File: src/rtl/wbr_pkg.sv
// Package: shared types for the windowed SRAM bridge.
// Assumes: 32-bit host data and 32-bit window base.
package wbr_pkg;

    localparam int DATA_W = 32;

    // Which register target a host access decodes to
    typedef enum logic [1:0] {
        TGT_NONE = 2'd0,
        TGT_BASE = 2'd1,
        TGT_DATA = 2'd2,
        TGT_APER = 2'd3
    } wbr_tgt_e;

    // Where the read-return stage takes its data from
    typedef enum logic [1:0] {
        RSRC_ZERO = 2'd0,
        RSRC_BASE = 2'd1,
        RSRC_SRAM = 2'd2
    } wbr_rsrc_e;

endpackage

File: src/rtl/wbr_decode.sv
// Module: wbr_decode
// Maps a host register byte address onto one of the bridge targets.
// Assumes: offsets are word aligned; APER_OFS is aligned to the aperture
// size; address bits [1:0] are not decoded.
module wbr_decode
    import wbr_pkg::*;
#(
    parameter int REG_AW   = 12,
    parameter int WIN_AW   = 11,
    parameter int APER_OFS = 'h800,
    parameter int BASE_OFS = 'h68,
    parameter int DATA_OFS = 'h6C
) (
    input  logic [REG_AW-1:0] addr,
    output wbr_tgt_e          tgt
);

    localparam int WORD_AW = REG_AW - 2;
    localparam logic [WORD_AW-1:0] BASE_W = WORD_AW'(BASE_OFS >> 2);
    localparam logic [WORD_AW-1:0] DATA_W_OFS = WORD_AW'(DATA_OFS >> 2);
    localparam int TAG_W = REG_AW - WIN_AW;
    localparam logic [TAG_W-1:0] APER_TAG = TAG_W'(APER_OFS >> WIN_AW);

    logic [WORD_AW-1:0] word;
    assign word = addr[REG_AW-1:2];

    // Target selection: aperture first, then the two single registers
    always_comb begin
        if (addr[REG_AW-1:WIN_AW] == APER_TAG)
            tgt = TGT_APER;
        else if (word == BASE_W)
            tgt = TGT_BASE;
        else if (word == DATA_W_OFS)
            tgt = TGT_DATA;
        else
            tgt = TGT_NONE;
    end

endmodule

File: src/rtl/wbr_addr_form.sv
// Module: wbr_addr_form
// Holds the window base register and forms the SRAM word address for
// aperture and data-register accesses, with an implemented-size check.
// Assumes: NUM_BANKS equal banks of 2^BANK_BYTE_AW bytes from address 0.
module wbr_addr_form
    import wbr_pkg::*;
#(
    parameter int WIN_AW       = 11,
    parameter int BANK_BYTE_AW = 19,
    parameter int NUM_BANKS    = 2,
    parameter int SRAM_WAW     = $clog2(NUM_BANKS) + BANK_BYTE_AW - 2
) (
    input  logic                  clk,
    input  logic                  rst_n,
    input  logic                  base_wr,
    input  logic [DATA_W-1:0]     wdata,
    input  logic                  use_aper,
    input  logic [WIN_AW-1:2]     aper_off,
    output logic [DATA_W-1:0]     base_q,
    output logic [SRAM_WAW-1:0]   word_addr,
    output logic                  in_range
);

    localparam logic [DATA_W:0] LIMIT_BYTES = (DATA_W+1)'(NUM_BANKS) << BANK_BYTE_AW;

    logic [DATA_W-1:0] byte_addr;

    // Base register: plain load, cleared by reset
    always_ff @(posedge clk) begin
        if (!rst_n)
            base_q <= '0;
        else if (base_wr)
            base_q <= wdata;
    end

    // Byte address: aperture replaces the low window bits of the base
    always_comb begin
        if (use_aper)
            byte_addr = {base_q[DATA_W-1:WIN_AW], aper_off, 2'b00};
        else
            byte_addr = {base_q[DATA_W-1:2], 2'b00};
    end

    // Range check against the full implemented size, all 32 bits compared
    assign in_range  = {1'b0, byte_addr} < LIMIT_BYTES;
    assign word_addr = byte_addr[SRAM_WAW+1:2];

endmodule

File: src/rtl/wbr_rd_return.sv
// Module: wbr_rd_return
// Registers the source of each host read and presents its data one cycle
// later, next to the SRAM read data of the same cycle.
// Assumes: SRAM read data is valid the cycle after its enable.
module wbr_rd_return
    import wbr_pkg::*;
(
    input  logic               clk,
    input  logic               rst_n,
    input  logic               rd_take,
    input  wbr_rsrc_e          rd_src,
    input  logic [DATA_W-1:0]  base_q,
    input  logic [DATA_W-1:0]  sram_rdata,
    output logic               rvalid,
    output logic [DATA_W-1:0]  rdata
);

    wbr_rsrc_e         src_q;
    logic [DATA_W-1:0] snap_q;

    // Read stage: remember whether a read was taken and where it reads from
    always_ff @(posedge clk) begin
        if (!rst_n) begin
            rvalid <= 1'b0;
            src_q  <= RSRC_ZERO;
            snap_q <= '0;
        end else begin
            rvalid <= rd_take;
            src_q  <= rd_take ? rd_src : RSRC_ZERO;
            snap_q <= base_q;
        end
    end

    // Output mux: base snapshot, SRAM word, or zero
    always_comb begin
        case (src_q)
            RSRC_BASE: rdata = snap_q;
            RSRC_SRAM: rdata = sram_rdata;
            default:   rdata = '0;
        endcase
    end

endmodule

File: src/rtl/wbr_window_bridge.sv
// Module: wbr_window_bridge (top)
// Register-slave bridge from a small host register space into a large
// synchronous SRAM, through a sliding 2^WIN_AW-byte aperture and a
// single-word data register, both relative to a window base register.
// Assumes: the host raises at most one of reg_wr / reg_rd per cycle (a
// write wins if both are high); all accesses are 32-bit words.
module wbr_window_bridge
    import wbr_pkg::*;
#(
    parameter int REG_AW       = 12,
    parameter int WIN_AW       = 11,
    parameter int APER_OFS     = 'h800,
    parameter int BASE_OFS     = 'h68,
    parameter int DATA_OFS     = 'h6C,
    parameter int BANK_BYTE_AW = 19,
    parameter int NUM_BANKS    = 2,
    parameter int SRAM_WAW     = $clog2(NUM_BANKS) + BANK_BYTE_AW - 2
) (
    input  logic                clk,
    input  logic                rst_n,
    input  logic [REG_AW-1:0]   reg_addr,
    input  logic [31:0]         reg_wdata,
    input  logic                reg_wr,
    input  logic                reg_rd,
    output logic [31:0]         reg_rdata,
    output logic                reg_rvalid,
    output logic                sram_en,
    output logic                sram_we,
    output logic [SRAM_WAW-1:0] sram_addr,
    output logic [31:0]         sram_wdata,
    input  logic [31:0]         sram_rdata
);

    wbr_tgt_e          tgt;
    logic [31:0]       base_q;
    logic              in_range;
    logic              mem_tgt;
    logic              rd_take;
    wbr_rsrc_e         rd_src;

    wbr_decode #(
        .REG_AW   (REG_AW),
        .WIN_AW   (WIN_AW),
        .APER_OFS (APER_OFS),
        .BASE_OFS (BASE_OFS),
        .DATA_OFS (DATA_OFS)
    ) u_decode (
        .addr (reg_addr),
        .tgt  (tgt)
    );

    wbr_addr_form #(
        .WIN_AW       (WIN_AW),
        .BANK_BYTE_AW (BANK_BYTE_AW),
        .NUM_BANKS    (NUM_BANKS),
        .SRAM_WAW     (SRAM_WAW)
    ) u_addr (
        .clk       (clk),
        .rst_n     (rst_n),
        .base_wr   (reg_wr && tgt == TGT_BASE),
        .wdata     (reg_wdata),
        .use_aper  (tgt == TGT_APER),
        .aper_off  (reg_addr[WIN_AW-1:2]),
        .base_q    (base_q),
        .word_addr (sram_addr),
        .in_range  (in_range)
    );

    // SRAM port: memory targets within the implemented size only
    assign mem_tgt    = (tgt == TGT_DATA) || (tgt == TGT_APER);
    assign sram_en    = mem_tgt && in_range && (reg_wr || reg_rd);
    assign sram_we    = mem_tgt && in_range && reg_wr;
    assign sram_wdata = reg_wdata;

    // Read source selection for the return stage
    assign rd_take = reg_rd && !reg_wr;
    always_comb begin
        if (tgt == TGT_BASE)
            rd_src = RSRC_BASE;
        else if (mem_tgt && in_range)
            rd_src = RSRC_SRAM;
        else
            rd_src = RSRC_ZERO;
    end

    wbr_rd_return u_ret (
        .clk        (clk),
        .rst_n      (rst_n),
        .rd_take    (rd_take),
        .rd_src     (rd_src),
        .base_q     (base_q),
        .sram_rdata (sram_rdata),
        .rvalid     (reg_rvalid),
        .rdata      (reg_rdata)
    );

endmodule

File: config.mk
export PLATFORM = sky130hd
export DESIGN_NAME = wbr_window_bridge
export DESIGN_NICKNAME = d
export VERILOG_FILES = /design/src/rtl/wbr_pkg.sv /design/src/rtl/wbr_decode.sv /design/src/rtl/wbr_addr_form.sv /design/src/rtl/wbr_rd_return.sv /design/src/rtl/wbr_window_bridge.sv
export SDC_FILE = /design/constraint.sdc
export NUM_CORES = 1
export LEC_CHECK = 0
export BUFFER_PORTS_ARGS = -buffer_cell sky130_fd_sc_hd__buf_2
export CELL_PAD_IN_SITES_DETAIL_PLACEMENT = 1
export CELL_PAD_IN_SITES_GLOBAL_PLACEMENT = 2
export CORE_ASPECT_RATIO = 0.6
export CORE_MARGIN = 2
export CORE_UTILIZATION = 24
export DETAILED_ROUTE_END_ITERATION = 12
export GPL_TIMING_DRIVEN = 1
export PLACE_DENSITY = 0.76
export REMOVE_ABC_BUFFERS = 1
export SYNTH_ARGS = -nofsm -noshare
export SYNTH_HDL_FRONTEND = slang
export SYNTH_SLANG_ARGS = --single-unit
File: constraint.sdc
create_clock -name clk -period 2 [get_ports clk]
set_input_delay 0 -clock clk [delete_from_list [all_inputs] [get_ports clk]]
set_output_delay 0 -clock clk [all_outputs]
set_load 0.01 [all_outputs]
==> results.yml <==
routing:
  vias: 2824
  ant_nets: 0
  drtIter0Drc: 117
  post_drt_wl_per_cell_um: 14.4
  dr.pass1.iters: 4
  routed_wl_um: 9770
  viasPerCell: 4.17
  drc_errors: 0
floorplan:
  die_w_um: 150
  die-area_um2: 13700
  coreArea_um2: 12300
  start_util_pct: 25.0
  io_pins: 165
  fp-row-count: 31
  die_y_um: 91.6
final_layout:
  seq_area_um2: 1340
  drive_gt1_share_pct: 36.5
  layout_commonest_cell: "buf_2"
  syn_to_final_growth_pct: 44.0
  multi_input_area_um2: 1190
  fillers: 1482
  nNetsFinal: 590
  final_cell_mix: "buf_2 (162), dfxtp_1 (67), nand2_1 (64), inv_1 (36)"
  num_antenna_cells: 0
clock_network:
  cts_made_buffers: 9
  clock-sinks: 67
  clk_pin_slew_worst_paths_ns: 0.05
  cts_tree: "built"
  cts_resized: 0
  cts_root_buffer: "clkbuf_16"
  clock_path_buffers: 2
  clock_latency_ns: 0.33
  htree_levels: 3
pwr:
  p_leak_nw: 2.24
  p_clk_share_pct: 48.8
  pwr-share-comb_pct: 9.7
  pwr_density_cell_nw_per_um2: 729
  netSwitchingFraction_pct: 21.7
  p_int_mw: 2.52
  p_sw_uw: 699
  power_mw: 3.22
  seq_power_share_pct: 41.5
  ir_drop_mv: 0.332
setup_path:
  cpMaxStageDelayCell: "ha_1"
  worstSetupPathType: "register to output pin"
  critical_path.max_stage_delay_ns: 0.45
  path_max_fanout: 24
  crit_path_cell_trace: "inv_1 > ha_1 > buf_12 > nor2_1 > buf_2"
  cp.required_ns: 2.00
  cp_data_arrival_time_ns: 1.68
  end_kind: "output pin"
  start_kind: "register"
logic_synthesis:
  ys_types: 24
  synth_ff_type: "dfxtp_1"
  ys_top_cells_by_area: "dfxtp_1 (44%), mux2i_1 (10%), buf_4 (10%)"
  muxShareOfSynthArea_pct: 13.7
  synthAdderAreaFrac_pct: 0.815
  seq_area_frac_synth_pct: 43.7
  yosys.area_share.simple_pct: 16.0
  syn-instance-count: 353
  synth_compound_area_share_pct: 8.11
  synth_top_cell_by_area: "dfxtp_1"
  synth_enable_flop_cells: 0
  synth_top_family_by_area: "buffers and inverters"
  ys.warnings.count: 0
  synth_xor_area_share_pct: 0
  synth.top_cell.area_share_pct: 43.7
  avgSynthCellArea_um2: 8.69
  ys_async_sr_fraction_pct: 0
  ys_seq_elements: 67
  syn_area_um2: 3070
timing:
  period_needed_ns: 1.68
  fin_setup_tns_ns: 0
  setup_viol: 0
  max_freq_ghz: 0.595
  rsz0062_at_grt: "no"
  clock_skew_ns: 0.00537
  period_share_pct: 84.1
  hold_ws_ns: 0.0530
  slew_viol_final: 0
  worstMarginPinSlew_ns: 0.478
  hold_violations: 0
  relSlewSlack_pct: 68.1
placement:
  dp_hpwl_um: 7270
  gp_congestion: 0.753
  port_buffers: 162
status:
  status: "finished, final reports clean"
flow_run:
  drv_cap: 0
grt:
  grt_pass1_vias: 2899
  grt-ovfl-total: 0
  antenna_found_initial: 0
  track_usage_pct: 14.1
  grt_pass1_wl_um: 14800
  grt_max_degree: 45
worst_hold_path:
  hp-class: "primary input to register"
state kept, by name (all words and copies together), names as in the netlist:
| signal | count |
|---|---|
| u_ret.rvalid | 1 |
| u_ret.snap_q | 32 |
| u_ret.src_q | 2 |
| u_addr.base_q | 32 |
kinds of logic after synthesis:
family / after synthesis
and+or+nand+nor: 113
buffers and inverters: 97
DFF: 67
muxes: 41
AOI/OAI and AO/OA: 33
adders and majority gates: 2
Yosys cell counts (2+ instances only):
library cell	count
dfxtp_1	67
nand2_1	64
buf_4	41
inv_1	36
nor2_1	33
a22oi_1	32
mux2i_1	32
clkbuf_1	16
mux2_1	9
nor3_1	4
buf_6	3
nor4_1	3
ha_1	2
area by class of cell:
type,count,share of cell area [%]
clock inverter,2,0.793
tap,165,4.67
clock buffer,13,5.89
inverter,36,3.06
sequential,67,30.4
multi-input combinational,189,26.9
timing repair buffer,205,28.4
power by group through the flow:
stage               Combinational (mW)  Clock, mW  Sequential (mW)
finish                           0.313       1.57             1.34
global route                     0.345       1.68             1.34
CTS                              0.315       1.62             1.34
detailed placement               0.265          0             1.37
global placement                 0.260          0             1.37
floorplan                       0.0596          0             1.37
metal layers:
layer / track usage (%) / routed length [µm] / vias to the layer above
li1: - / - / 1409
met1: 18.0 / 4700 / 1290
met2: 22.5 / 4180 / 117
met3: 5.43 / 797 / 8
met4: 3.46 / 84 / 0
met5: 0 / 0 / -
worst max-delay path: cells and delay by family (launching register included):
family / cells / cell delay, ns
adders and majority gates: 1 / 0.45
buffers and inverters: 3 / 0.44
DFF: 1 / 0.33
and+or+nand+nor: 1 / 0.13
metrics by stage:
step / instance area [µm²] / setup WS [ns] / instances / util [%]
6_report: 4420 / 0.319 / 677 / 36.1
5_1_grt: 4420 / 0.202 / 677 / 36.1
4_1_cts: 4420 / 0.271 / 677 / 36.1
3_5_place_dp: 3790 / 0.303 / 629 / 31.0
3_3_place_gp: 3790 / 0.393 / 629 / 31.0
2_1_floorplan: 2660 / -0.451 / 292 / -
what timing repair did:
item | in CTS | in global routing
endpoints found under the hold margin | 33 | 0
buffers inserted | 0 | 0
hold buffers | 33 | 0
worst paths after layout:
| check | start | to | slack [ns] | depth (start not counted) |
|---|---|---|---|---|
| max reg2reg | u_addr.base_q[20] | u_ret.src_q[1] | 0.86 | 4 |
| min reg2reg | u_addr.base_q[1] | u_ret.snap_q[1] | 0.43 | 2 |
| max | u_ret.src_q[0] | reg_rdata[1] | 0.32 | 5 |
| min | reg_wr | u_ret.rvalid | 0.05 | 2 |
No activity file was read; power rests on OpenSTA's default activity.
